--- config.mk ---
export PLATFORM = sky130hd
export DESIGN_NAME = dual_cfg_i2c_target
export DESIGN_NICKNAME = d
export VERILOG_FILES = /design/src/rtl/i2cRegPkg.sv /design/src/rtl/i2cLineFilt.sv /design/src/rtl/i2cTgtData.sv /design/src/rtl/i2cTgtCtrl.sv /design/src/rtl/dual_cfg_i2c_target.sv
export SDC_FILE = /design/constraint.sdc
export NUM_CORES = 1
export LEC_CHECK = 0
export BUFFER_PORTS_ARGS = -buffer_cell sky130_fd_sc_hd__buf_2
export CORE_UTILIZATION = 59
export CTS_CLUSTER_SIZE = 30
export DETAILED_ROUTE_END_ITERATION = 8
export GPL_ROUTABILITY_DRIVEN = 0
export GPL_TIMING_DRIVEN = 0
export PLACE_DENSITY = 0.86
export SLEW_MARGIN = 20
export SYNTH_ARGS = -nofsm -noshare
export SYNTH_HDL_FRONTEND = slang
export SYNTH_SLANG_ARGS = --single-unit
--- constraint.sdc ---
create_clock -name clk -period 2.2 [get_ports clk]
set_input_delay 0.11 -clock clk [delete_from_list [all_inputs] [get_ports clk]]
set_output_delay 0.11 -clock clk [all_outputs]
set_load 0.1 [all_outputs]
--- src/rtl/i2cRegPkg.sv ---
package i2cRegPkg;
  localparam int BYTE_W   = 8;
  localparam int NUM_REGS = 2;
  localparam int MARGIN_W = 6;
  localparam int BIT_CW   = $clog2(BYTE_W + 1);

  typedef enum logic [3:0] {
    ST_IDLE,
    ST_ADDR,
    ST_ADDR_ACK,
    ST_PTR,
    ST_PTR_ACK,
    ST_WDATA,
    ST_WDATA_ACK,
    ST_RDATA,
    ST_RACK,
    ST_IGNORE
  } tgtState_t;

  typedef struct packed {
    logic shiftIn;   // capture one received bit
    logic shiftOut;  // move to the next transmit bit
    logic loadTx;    // load the selected register for transmit
    logic loadPtr;   // take the received byte as pointer
    logic wrReg;     // store the received byte, then advance the pointer
    logic incPtr;    // advance the pointer after a byte has been sent
  } dpStrobe_t;
endpackage

--- src/rtl/i2cLineFilt.sv ---
module i2cLineFilt #(
  parameter int FILT_CYC = 3
) (
  input  logic clk,
  input  logic rstN,
  input  logic rawIn,
  output logic cleanOut
);
  localparam int CNT_W = (FILT_CYC < 2) ? 1 : $clog2(FILT_CYC + 1);

  logic [1:0]       syncQ;
  logic [CNT_W-1:0] runCnt;
  logic             cleanQ;

  always_ff @(posedge clk or negedge rstN) begin
    if (!rstN) begin
      syncQ  <= 2'b11;
      runCnt <= '0;
      cleanQ <= 1'b1;
    end else begin
      syncQ <= {syncQ[0], rawIn};
      if (syncQ[1] == cleanQ) begin
        runCnt <= '0;
      end else if (runCnt == CNT_W'(FILT_CYC - 1)) begin
        cleanQ <= syncQ[1];
        runCnt <= '0;
      end else begin
        runCnt <= runCnt + 1'b1;
      end
    end
  end

  assign cleanOut = cleanQ;

  // the filtered level flips only after a full run of differing samples
  p_filter_run_r13: assert property (@(posedge clk) disable iff (!rstN)
    !$stable(cleanQ) |-> ($past(syncQ[1]) == cleanQ) && ($past(runCnt) == CNT_W'(FILT_CYC - 1)));
endmodule

--- src/rtl/i2cTgtData.sv ---
module i2cTgtData
  import i2cRegPkg::*;
(
  input  logic                                clk,
  input  logic                                rstN,
  input  logic                                regClrN,
  input  dpStrobe_t                           stb,
  input  logic                                sdaBit,
  output logic [BYTE_W-1:0]                   rxByte,
  output logic                                txBit,
  output logic [NUM_REGS-1:0][BYTE_W-1:0]     regOut
);
  logic [BYTE_W-1:0]               shiftReg;
  logic [BYTE_W-1:0]               ptr;
  logic [BYTE_W-1:0]               txSel;
  logic [NUM_REGS-1:0][BYTE_W-1:0] regQ;
  logic                            regRstN;
  logic                            ptrCanStep;

  assign regRstN    = rstN & regClrN;
  assign ptrCanStep = ptr < BYTE_W'(NUM_REGS - 1);

  always_comb begin
    txSel = '0;
    for (int i = 0; i < NUM_REGS; i++) begin
      if (ptr == BYTE_W'(i)) txSel = regQ[i];
    end
  end

  always_ff @(posedge clk or negedge rstN) begin
    if (!rstN) begin
      shiftReg <= '0;
    end else if (stb.loadTx) begin
      shiftReg <= txSel;
    end else if (stb.shiftIn) begin
      shiftReg <= {shiftReg[BYTE_W-2:0], sdaBit};
    end else if (stb.shiftOut) begin
      shiftReg <= {shiftReg[BYTE_W-2:0], 1'b0};
    end
  end

  always_ff @(posedge clk or negedge rstN) begin
    if (!rstN) begin
      ptr <= '0;
    end else if (stb.loadPtr) begin
      ptr <= shiftReg;
    end else if ((stb.wrReg || stb.incPtr) && ptrCanStep) begin
      ptr <= ptr + 1'b1;
    end
  end

  for (genvar g = 0; g < NUM_REGS; g++) begin : g_reg
    always_ff @(posedge clk or negedge regRstN) begin
      if (!regRstN) begin
        regQ[g] <= '0;
      end else if (stb.wrReg && (ptr == BYTE_W'(g))) begin
        regQ[g] <= shiftReg;
      end
    end
  end

  assign rxByte = shiftReg;
  assign txBit  = shiftReg[BYTE_W-1];
  assign regOut = regQ;

  // a store through an unmapped pointer leaves every register unchanged
  p_wild_ptr_ignored_r4: assert property (@(posedge clk) disable iff (!regRstN)
    stb.wrReg && (ptr >= BYTE_W'(NUM_REGS)) |=> $stable(regQ));

  // the pointer never moves past the last register
  p_ptr_saturate_r7: assert property (@(posedge clk) disable iff (!rstN)
    (stb.wrReg || stb.incPtr) && (ptr == BYTE_W'(NUM_REGS - 1)) |=> ptr == BYTE_W'(NUM_REGS - 1));

  // while the clear is held, both registers read zero
  p_clear_zero_r9: assert property (@(posedge clk) disable iff (!rstN)
    !regClrN |-> (regQ == '0));

  // the clear does not touch the pointer
  p_clear_keeps_ptr_r9: assert property (@(posedge clk) disable iff (!rstN)
    !regClrN && !stb.loadPtr && !stb.wrReg && !stb.incPtr |=> $stable(ptr));
endmodule

--- src/rtl/i2cTgtCtrl.sv ---
module i2cTgtCtrl
  import i2cRegPkg::*;
#(
  parameter logic [6:0] TGT_ADDR = 7'h4C
) (
  input  logic              clk,
  input  logic              rstN,
  input  logic              sclF,
  input  logic              sdaF,
  input  logic [BYTE_W-1:0] rxByte,
  input  logic              txBit,
  output dpStrobe_t         stb,
  output logic              sdaOe
);
  localparam logic [BIT_CW-1:0] FULL_CNT = BIT_CW'(BYTE_W);

  tgtState_t         state, stNext;
  logic [BIT_CW-1:0] bitCnt, cntNext;
  logic              sclQ, sdaQ;
  logic              rwBit, rwNext;
  logic              sdaOeR, oeNext;
  logic              mAck, ackNext;
  logic              sclRise, sclFall, startDet, stopDet;

  assign sclRise  = sclF & ~sclQ;
  assign sclFall  = ~sclF & sclQ;
  assign startDet = sclF & sclQ & sdaQ & ~sdaF;
  assign stopDet  = sclF & sclQ & ~sdaQ & sdaF;

  always_comb begin
    stNext  = state;
    cntNext = bitCnt;
    rwNext  = rwBit;
    oeNext  = sdaOeR;
    ackNext = mAck;
    stb     = '0;
    if (startDet) begin
      stNext  = ST_ADDR;
      cntNext = '0;
      oeNext  = 1'b0;
    end else if (stopDet) begin
      stNext = ST_IDLE;
      oeNext = 1'b0;
    end else begin
      unique case (state)
        ST_ADDR, ST_PTR, ST_WDATA: begin
          if (sclRise && (bitCnt < FULL_CNT)) begin
            stb.shiftIn = 1'b1;
            cntNext     = bitCnt + 1'b1;
          end else if (sclFall && (bitCnt == FULL_CNT)) begin
            cntNext = '0;
            if (state == ST_ADDR) begin
              if (rxByte[BYTE_W-1:1] == TGT_ADDR) begin
                oeNext = 1'b1;
                rwNext = rxByte[0];
                stNext = ST_ADDR_ACK;
              end else begin
                stNext = ST_IGNORE;
              end
            end else if (state == ST_PTR) begin
              stb.loadPtr = 1'b1;
              oeNext      = 1'b1;
              stNext      = ST_PTR_ACK;
            end else begin
              stb.wrReg = 1'b1;
              oeNext    = 1'b1;
              stNext    = ST_WDATA_ACK;
            end
          end
        end
        ST_ADDR_ACK: begin
          if (sclFall) begin
            cntNext = '0;
            if (rwBit) begin
              stb.loadTx = 1'b1;
              stNext     = ST_RDATA;
            end else begin
              oeNext = 1'b0;
              stNext = ST_PTR;
            end
          end
        end
        ST_PTR_ACK, ST_WDATA_ACK: begin
          if (sclFall) begin
            oeNext  = 1'b0;
            cntNext = '0;
            stNext  = ST_WDATA;
          end
        end
        ST_RDATA: begin
          if (sclRise) begin
            cntNext = bitCnt + 1'b1;
          end else if (sclFall) begin
            if (bitCnt == FULL_CNT) begin
              oeNext     = 1'b0;
              stb.incPtr = 1'b1;
              stNext     = ST_RACK;
            end else begin
              stb.shiftOut = 1'b1;
            end
          end else if (!sclF && (bitCnt != FULL_CNT)) begin
            oeNext = ~txBit;
          end
        end
        ST_RACK: begin
          if (sclRise) begin
            ackNext = ~sdaF;
          end else if (sclFall) begin
            cntNext = '0;
            if (mAck) begin
              stb.loadTx = 1'b1;
              stNext     = ST_RDATA;
            end else begin
              stNext = ST_IGNORE;
            end
          end
        end
        ST_IDLE, ST_IGNORE: ;
        default: stNext = ST_IDLE;
      endcase
    end
  end

  always_ff @(posedge clk or negedge rstN) begin
    if (!rstN) begin
      state  <= ST_IDLE;
      bitCnt <= '0;
      sclQ   <= 1'b1;
      sdaQ   <= 1'b1;
      rwBit  <= 1'b0;
      sdaOeR <= 1'b0;
      mAck   <= 1'b0;
    end else begin
      state  <= stNext;
      bitCnt <= cntNext;
      sclQ   <= sclF;
      sdaQ   <= sdaF;
      rwBit  <= rwNext;
      sdaOeR <= oeNext;
      mAck   <= ackNext;
    end
  end

  assign sdaOe = sdaOeR;

  // the drive enable moves only while the filtered clock is low
  p_oe_scl_low_r11: assert property (@(posedge clk) disable iff (!rstN)
    !$stable(sdaOeR) |-> !sclF);

  // a STOP always lands in idle
  p_stop_idle_r12: assert property (@(posedge clk) disable iff (!rstN)
    stopDet |=> state == ST_IDLE);

  // a START always restarts address reception
  p_start_addr_r12: assert property (@(posedge clk) disable iff (!rstN)
    startDet |=> (state == ST_ADDR) && (bitCnt == '0));

  // a target that is not addressed keeps the line released
  p_ignore_quiet_r1: assert property (@(posedge clk) disable iff (!rstN)
    state == ST_IGNORE |-> !sdaOeR);

  // the acknowledge slot of a read belongs to the controller
  p_rack_released_r6: assert property (@(posedge clk) disable iff (!rstN)
    state == ST_RACK |-> !sdaOeR);
endmodule

--- src/rtl/dual_cfg_i2c_target.sv ---
module dual_cfg_i2c_target
  import i2cRegPkg::*;
#(
  parameter logic [6:0] TGT_ADDR = 7'h4C,
  parameter int         FILT_CYC = 3
) (
  input  logic                clk,
  input  logic                rstN,
  input  logic                regClrN,
  input  logic                sclIn,
  input  logic                sdaIn,
  output logic                sdaOe,
  output logic [BYTE_W-1:0]   cfgReg0,
  output logic [BYTE_W-1:0]   cfgReg1,
  output logic [MARGIN_W-1:0] marginCode
);
  logic [1:0]                      lineRaw, lineClean;
  dpStrobe_t                       stb;
  logic [BYTE_W-1:0]               rxByte;
  logic                            txBit;
  logic [NUM_REGS-1:0][BYTE_W-1:0] regOut;

  assign lineRaw = {sdaIn, sclIn};

  for (genvar li = 0; li < 2; li++) begin : g_line
    i2cLineFilt #(.FILT_CYC(FILT_CYC)) u_filt (
      .clk      (clk),
      .rstN     (rstN),
      .rawIn    (lineRaw[li]),
      .cleanOut (lineClean[li])
    );
  end

  i2cTgtCtrl #(.TGT_ADDR(TGT_ADDR)) u_ctrl (
    .clk    (clk),
    .rstN   (rstN),
    .sclF   (lineClean[0]),
    .sdaF   (lineClean[1]),
    .rxByte (rxByte),
    .txBit  (txBit),
    .stb    (stb),
    .sdaOe  (sdaOe)
  );

  i2cTgtData u_data (
    .clk     (clk),
    .rstN    (rstN),
    .regClrN (regClrN),
    .stb     (stb),
    .sdaBit  (lineClean[1]),
    .rxByte  (rxByte),
    .txBit   (txBit),
    .regOut  (regOut)
  );

  assign cfgReg0    = regOut[0];
  assign cfgReg1    = regOut[1];
  assign marginCode = regOut[0][MARGIN_W-1:0];
endmodule

==> out/metrics.yaml, run 1 <==
synth_area_mm2: 0.00308
hold_class: "flop to flop"
numCtsBuffers: 5
initial_core_util: 0.631
final_cell_area_mm2: 0.00354
path_max_fanout: 7
fin_tns_setup_ns: 0
regToRegSetupSlack_ns: 0.04
antenna_found_initial: 0
startpoint: "u_ctrl.bitCnt[0]"
ioPinCount: 28
ff2ff_path_depth: 8
die_h_um: 74.2
pwr_density_cell_mw_per_mm2: 731
area_growth_pct: 15.0
h-tree-depth: 2
endpoint: "u_ctrl.state[2]"
grt_pass1_wl_mm: 10.9
routed_wl_mm: 6.84
reg2reg_from: "u_ctrl.bitCnt[0]"
cp-end-kind: "flop"
tightest_slew_ns: 0.840
ys_warn_count: 0
maxCapViolCount: 0
cts.sinks: 55
post_dp_cell_area_mm2: 0.00330
worstSetupStartpointType: "flop"
synth_edf_count: 0
via_per_inst: 6.25
relSlewSlack: 0.440
drt-initial-drc-count: 259
dp.cells: 382
final_util: 0.726
drt-pass1-iter-count: 5
vias: 2495
die_w_um: 74.2
cts_buffer_depth: 2
final-setup-viol-count: 0
gr-total-overflow: 0
cts-root-buf: "clkbuf_8"
cts_tree: "done"
clk_latency_ns: 0.32
syn_inst: 288
worstPathRequired_ns: 2.41
core-area_mm2: 0.00488
ir_worst_vdd_mv: 0.723
yosysSeqAreaShare: 0.450
ant_nets: 0
track_usage: 0.262
ys_async_sr_fraction: 1.00
grt_pass1_vias: 2185
outcome: "completed"
synth_cell_types: 65
drive_above_1_share: 0.346
crit_type: "flop to flop"
power_leakage_nw: 1.62
finalMaxSlewViolations: 0
cp.arrival_ns: 2.37
drc: 0
finalNonFillerCells: 399
period_needed_ns: 2.16
row_count: 25
num_antenna_cells: 0
hold_violations: 0
portBuffers: 27
mostFrequentLayoutCell: "dfrtp_1"
place_hpwl_mm: 4.54
skew_ns: 0.00989
nNetsFinal: 341
rr_endpoint: "u_ctrl.state[2]"
wl_per_cell_um: 17.1
mostFrequentLayoutCells: "dfrtp_1, buf_2, mux2_2"
period_share: 0.981
clk_pin_slew_ns: 0.10
die_area_mm2: 0.00551
grt_max_degree: 41
fmax_ghz: 0.463
synth.avg_cell_area_um2: 10.7
synth-main-ff-cell: "dfrtp_1"
synthesis.nets: 298
ys_ff_latch: 55
-- worst max-delay path, stage by stage (launching register included) --
cell and delay [ns]:
dfrtp_1 0.44, inv_1 0.08, ha_1 0.20, nand3b_4 0.12
or2_1 0.24, buf_6 0.15, a311oi_4 0.34, o211ai_4 0.16
mux2_4 0.32
-- cell usage after synthesis (6+ instances only) --
cell,n,area share
inv_1,8,0.0098
buf_4,8,0.020
nand3_1,7,0.011
mux2_2,23,0.084
nand2_1,20,0.024
dfstp_2,8,0.068
nor3_1,8,0.013
a22oi_1,7,0.017
mux2i_1,9,0.029
a21oi_1,6,0.0098
dfrtp_1,47,0.38
nor2b_1,6,0.012
nor2_1,22,0.027
buf_2,8,0.013
o21ai_0,13,0.021
-- where the power goes --
group / internal, W / switching [W] / leakage (nW)
Sequential: 0.00114 / 0.000107 / 0.732
Clock: 0.000287 / 0.000336 / 0.0505
Combinational: 0.000278 / 0.000438 / 0.837
Total: 0.00171 / 0.000881 / 1.62
-- registers in the layout, summed over array words and instances, names as in the netlist --
name and cells:
g_line.u_filt.cleanOut 2, g_line.u_filt.runCnt 4, g_line.u_filt.syncQ 4, u_ctrl.bitCnt 4, u_ctrl.mAck 1, u_ctrl.rwBit 1, u_ctrl.sclQ 1, u_ctrl.sdaOe 1
u_ctrl.sdaQ 1, u_ctrl.state 4, u_data.ptr 8, u_data.regOut 16, u_data.rxByte 8
-- how the worst min path moves through the flow --
| stage | depth (start not counted) | slack (ns) | to | from |
|---|---|---|---|---|
| after floorplan | 0 | -0.19 | g_line[0].u_filt.runCnt[0] | rstN |
| after global placement | 1 | 0.22 | g_line[1].u_filt.syncQ[0] | sdaIn |
| after detailed placement | 1 | 0.22 | g_line[1].u_filt.syncQ[0] | sdaIn |
| after CTS | 0 | 0.36 | g_line[1].u_filt.syncQ[1] | g_line[1].u_filt.syncQ[0] |
| after global routing | 0 | 0.36 | g_line[1].u_filt.syncQ[1] | g_line[1].u_filt.syncQ[0] |
| final | 0 | 0.36 | g_line[1].u_filt.syncQ[1] | g_line[1].u_filt.syncQ[0] |
-- metal layers --
layer	share of wire	track usage	vias up
met3	0.069	0.0379	12
met4	0.016	0.0713	0
met2	0.48	0.404	115
met5	0	0	-
met1	0.44	0.389	1227
li1	-	-	1141
-- what timing repair did --
item | in CTS | in global routing
hold buffers | 4 | 0
endpoints found under the hold margin | 49 | 0
resized for setup | 3 | 11
pin swaps | 3 | 2
buffers inserted | 3 | 2
setup endpoints to repair | 20 | 27
-- metrics by stage --
step / worst slack, ns / power [W] / hold slack (ns)
global placement: -0.0387 / 0.00190 / 0.215
CTS: 0.0101 / 0.00256 / 0.362
finish: 0.0408 / 0.00259 / 0.361
detailed placement: -0.111 / 0.00193 / 0.217
floorplan: 0.158 / 0.00178 / -0.186
global route: -0.00482 / 0.00271 / 0.363
-- final cells by class --
| cell class | count | area [um^2] |
|---|---|---|
| repair buffers | 36 | 213 |
| clock buffers | 7 | 96.3 |
| fillers | 349 | 1340 |
| flip-flops and latches | 55 | 1390 |
| clock inverters | 1 | 7.51 |
| well taps | 67 | 83.8 |
| plain buffers | 22 | 135 |
| inverters | 8 | 30.0 |
| multi-input cells | 203 | 1590 |
-- cell families (layout without fill, tap and decap cells) --
| family | Yosys count | in the layout | synth area share |
|---|---|---|---|
| AO/OA/AOI/OAI | 63 | 63 | 0.150 |
| XOR/XNOR | 3 | 3 | 0.0110 |
| adder cells (fa/ha/maj) | 5 | 5 | 0.0203 |
| buffers and inverters | 30 | 74 | 0.0520 |
| flip-flops | 55 | 55 | 0.450 |
| multiplexers | 37 | 37 | 0.137 |
| AND/OR/NAND/NOR | 95 | 95 | 0.180 |
Note: power is estimated with default switching activity, not from simulation.
==> run 2, diff against run 1 <==
- CTS_BUF_LIST: default -> sky130_fd_sc_hd__clkbuf_16
==> out/metrics.yaml, run 2 (synthesized netlist as in run 1, its figures left out) <==
finalMaxSlewViolations: 0  # unchanged
maxCapViolCount: 0  # unchanged
power_leakage_nw: 1.63  # +0.82%
crit_slowest_cell: "dfrtp_1"
ff2ff_path_depth: 8  # unchanged
hold_slack_ns: 0.356  # -0.00449 ns
numCtsBuffers: 5  # unchanged
ant_nets: 0  # unchanged
core-area_mm2: 0.00488  # unchanged
place_hpwl_mm: 4.54  # unchanged
rr_endpoint: "u_ctrl.state[2]"
clk_latency_ns: 0.29  # -0.03 ns
die_area_mm2: 0.00551  # unchanged
routed_wl_mm: 6.96  # +1.8%
drive_above_1_share: 0.343  # -0.00301
via_per_inst: 6.36  # +1.7%
vias: 2537  # +1.7%
totalPowerFinal_w: 0.00273  # +5.5%
path_max_fanout: 7  # unchanged
initial_core_util: 0.631  # unchanged
cp.arrival_ns: 2.34  # -0.03 ns
finalNonFillerCells: 399  # unchanged
gr-total-overflow: 0  # unchanged
regToRegSetupSlack_ns: 0.04  # about the same
cts-root-buf: "clkbuf_16"
reg2reg_from: "u_ctrl.bitCnt[0]"
antenna_found_initial: 0  # unchanged
cts_buffer_depth: 2  # unchanged
holdPathStages: 0  # unchanged
grt_max_degree: 41  # unchanged
ioPinCount: 28  # unchanged
final_cell_area_mm2: 0.00358  # +1.1%
pwr-share-clk: 0.278  # +0.037
row_count: 25  # unchanged
drt-initial-drc-count: 250  # -3.5%
drc: 0  # unchanged
dp.cells: 382  # unchanged
post_dp_cell_area_mm2: 0.00330  # unchanged
p_comb_frac: 0.264  # -0.013
wl_per_cell_um: 17.4  # +1.8%
netSwitchingFraction: 0.327  # -0.0131
area_growth_pct: 16.3
portBuffers: 27  # unchanged
worstSetupStartpointType: "flop"
clk_pin_slew_ns: 0.07  # -0.03 ns
fmax_ghz: 0.463  # about the same
pwr-share-seq: 0.458  # -0.025
fin_tns_setup_ns: 0  # unchanged
mostFrequentLayoutCells: "dfrtp_1, buf_2, mux2_2"
die_w_um: 74.2  # unchanged
cts_tree: "done"
final-setup-viol-count: 0  # unchanged
pwr_density_cell_mw_per_mm2: 763  # +4.4%
grt_pass1_wl_mm: 11.2  # +2.2%
cts.sinks: 55  # unchanged
grt_pass1_vias: 2310  # +5.7%
min-delay-start: "g_line[1].u_filt.syncQ[0]"
die_h_um: 74.2  # unchanged
crit_type: "flop to flop"
drt-pass1-iter-count: 5  # unchanged
p_int_w: 0.00184  # +7.6%
worstPathRequired_ns: 2.38  # -0.03 ns
h-tree-depth: 2  # unchanged
path_cells: "inv_1, ha_2, nand3b_4, or2_1, buf_6, a311oi_4, o211ai_4, mux2_4"
switchingPower_w: 0.000894  # +1.5%
hold_violations: 0  # unchanged
track_usage: 0.269  # +0.00765
largest_reg_flops: 16  # unchanged
num_antenna_cells: 0  # unchanged
max_stage_delay_ns: 0.42  # -0.02 ns
hold_class: "flop to flop"
ir_worst_vdd_mv: 0.648  # -10%
nNetsFinal: 341  # unchanged
relSlewSlack: 0.437  # -0.00280
cp-end-kind: "flop"
min_to: "g_line[1].u_filt.syncQ[1]"
period_needed_ns: 2.16  # -0.000444 ns
rsz0062_at_grt: "true"
outcome: "completed"
skew_ns: 0.00619  # -0.00369 ns
mostFrequentLayoutCell: "dfrtp_1"
period_share: 0.981  # about the same
tightest_slew_ns: 0.845  # +0.00420 ns
-- run 2: changes by cell type in the layout (fill, tap and decap cells not counted), sizes merged --
cell,previous run,this run
clkinv,0,2
clkbuf,12,10
-- run 2: final cells by class --
type                    count  area (um^2)
plain buffers              22          135
clock buffers               5          125
clock inverters             3         15.0
fillers                   333         1300
inverters                   8         30.0
multi-input cells         203         1590
flip-flops and latches     55         1390
well taps                  67         83.8
repair buffers             36          213
-- run 2: worst max-delay path by stage --
stage | to | slack (ns) | start
global route | u_ctrl.bitCnt[0] | -0.02 | u_ctrl.state[2]
detailed placement | u_data.regOut[14] | -0.11 | u_data.ptr[1]
floorplan | u_ctrl.state[0] | 0.16 | u_ctrl.bitCnt[0]
finish | u_ctrl.state[2] | 0.04 | u_ctrl.bitCnt[0]
global placement | u_data.regOut[7] | -0.04 | u_ctrl.bitCnt[0]
CTS | u_ctrl.bitCnt[0] | 0.01 | u_ctrl.state[1]
-- run 2: critical path, delay by kind of cell, from the launching register on --
kind                     cells  cell delay (ns)
AND/OR/NAND/NOR              2             0.35
buffers and inverters        2             0.23
flip-flops                   1             0.42
adder cells (fa/ha/maj)      1             0.20
multiplexers                 1             0.32
AO/OA/AOI/OAI                2             0.52
-- run 2: layer usage --
metal / track usage / vias to the layer above / routed length [um]
met2: 0.410 / 123 / 3210
met4: 0.117 / 0 / 249
met1: 0.381 / 1234 / 3040
met5: 0 / - / 0
li1: - / 1147 / -
met3: 0.0474 / 33 / 456
-- run 2: what timing repair did --
action | 4_1_cts | 5_1_grt
buffers inserted | 3 | 2
hold buffers | 4 | 0
resized for setup | 3 | 12
pin swaps | 3 | 2
endpoints found under the setup margin | 20 | 27
hold endpoints to repair | 49 | 0
-- run 2: stage by stage --
| stage | worst slack [ns] | utilization |
|---|---|---|
| 3_3_place_gp | -0.0387 | 0.676 |
| 6_report | 0.0413 | 0.733 |
| 2_1_floorplan | 0.158 | - |
| 3_5_place_dp | -0.111 | 0.676 |
| 4_1_cts | 0.0126 | 0.722 |
| 5_1_grt | -0.0207 | 0.733 |
-- run 2: power groups by stage --
stage	combinational, W	clock [W]	sequential, W
finish	0.000721	0.000760	0.00125
global route	0.000782	0.000806	0.00127
CTS	0.000689	0.000773	0.00125
detailed placement	0.000662	0	0.00126
global placement	0.000646	0	0.00126
floorplan	0.000471	0	0.00130
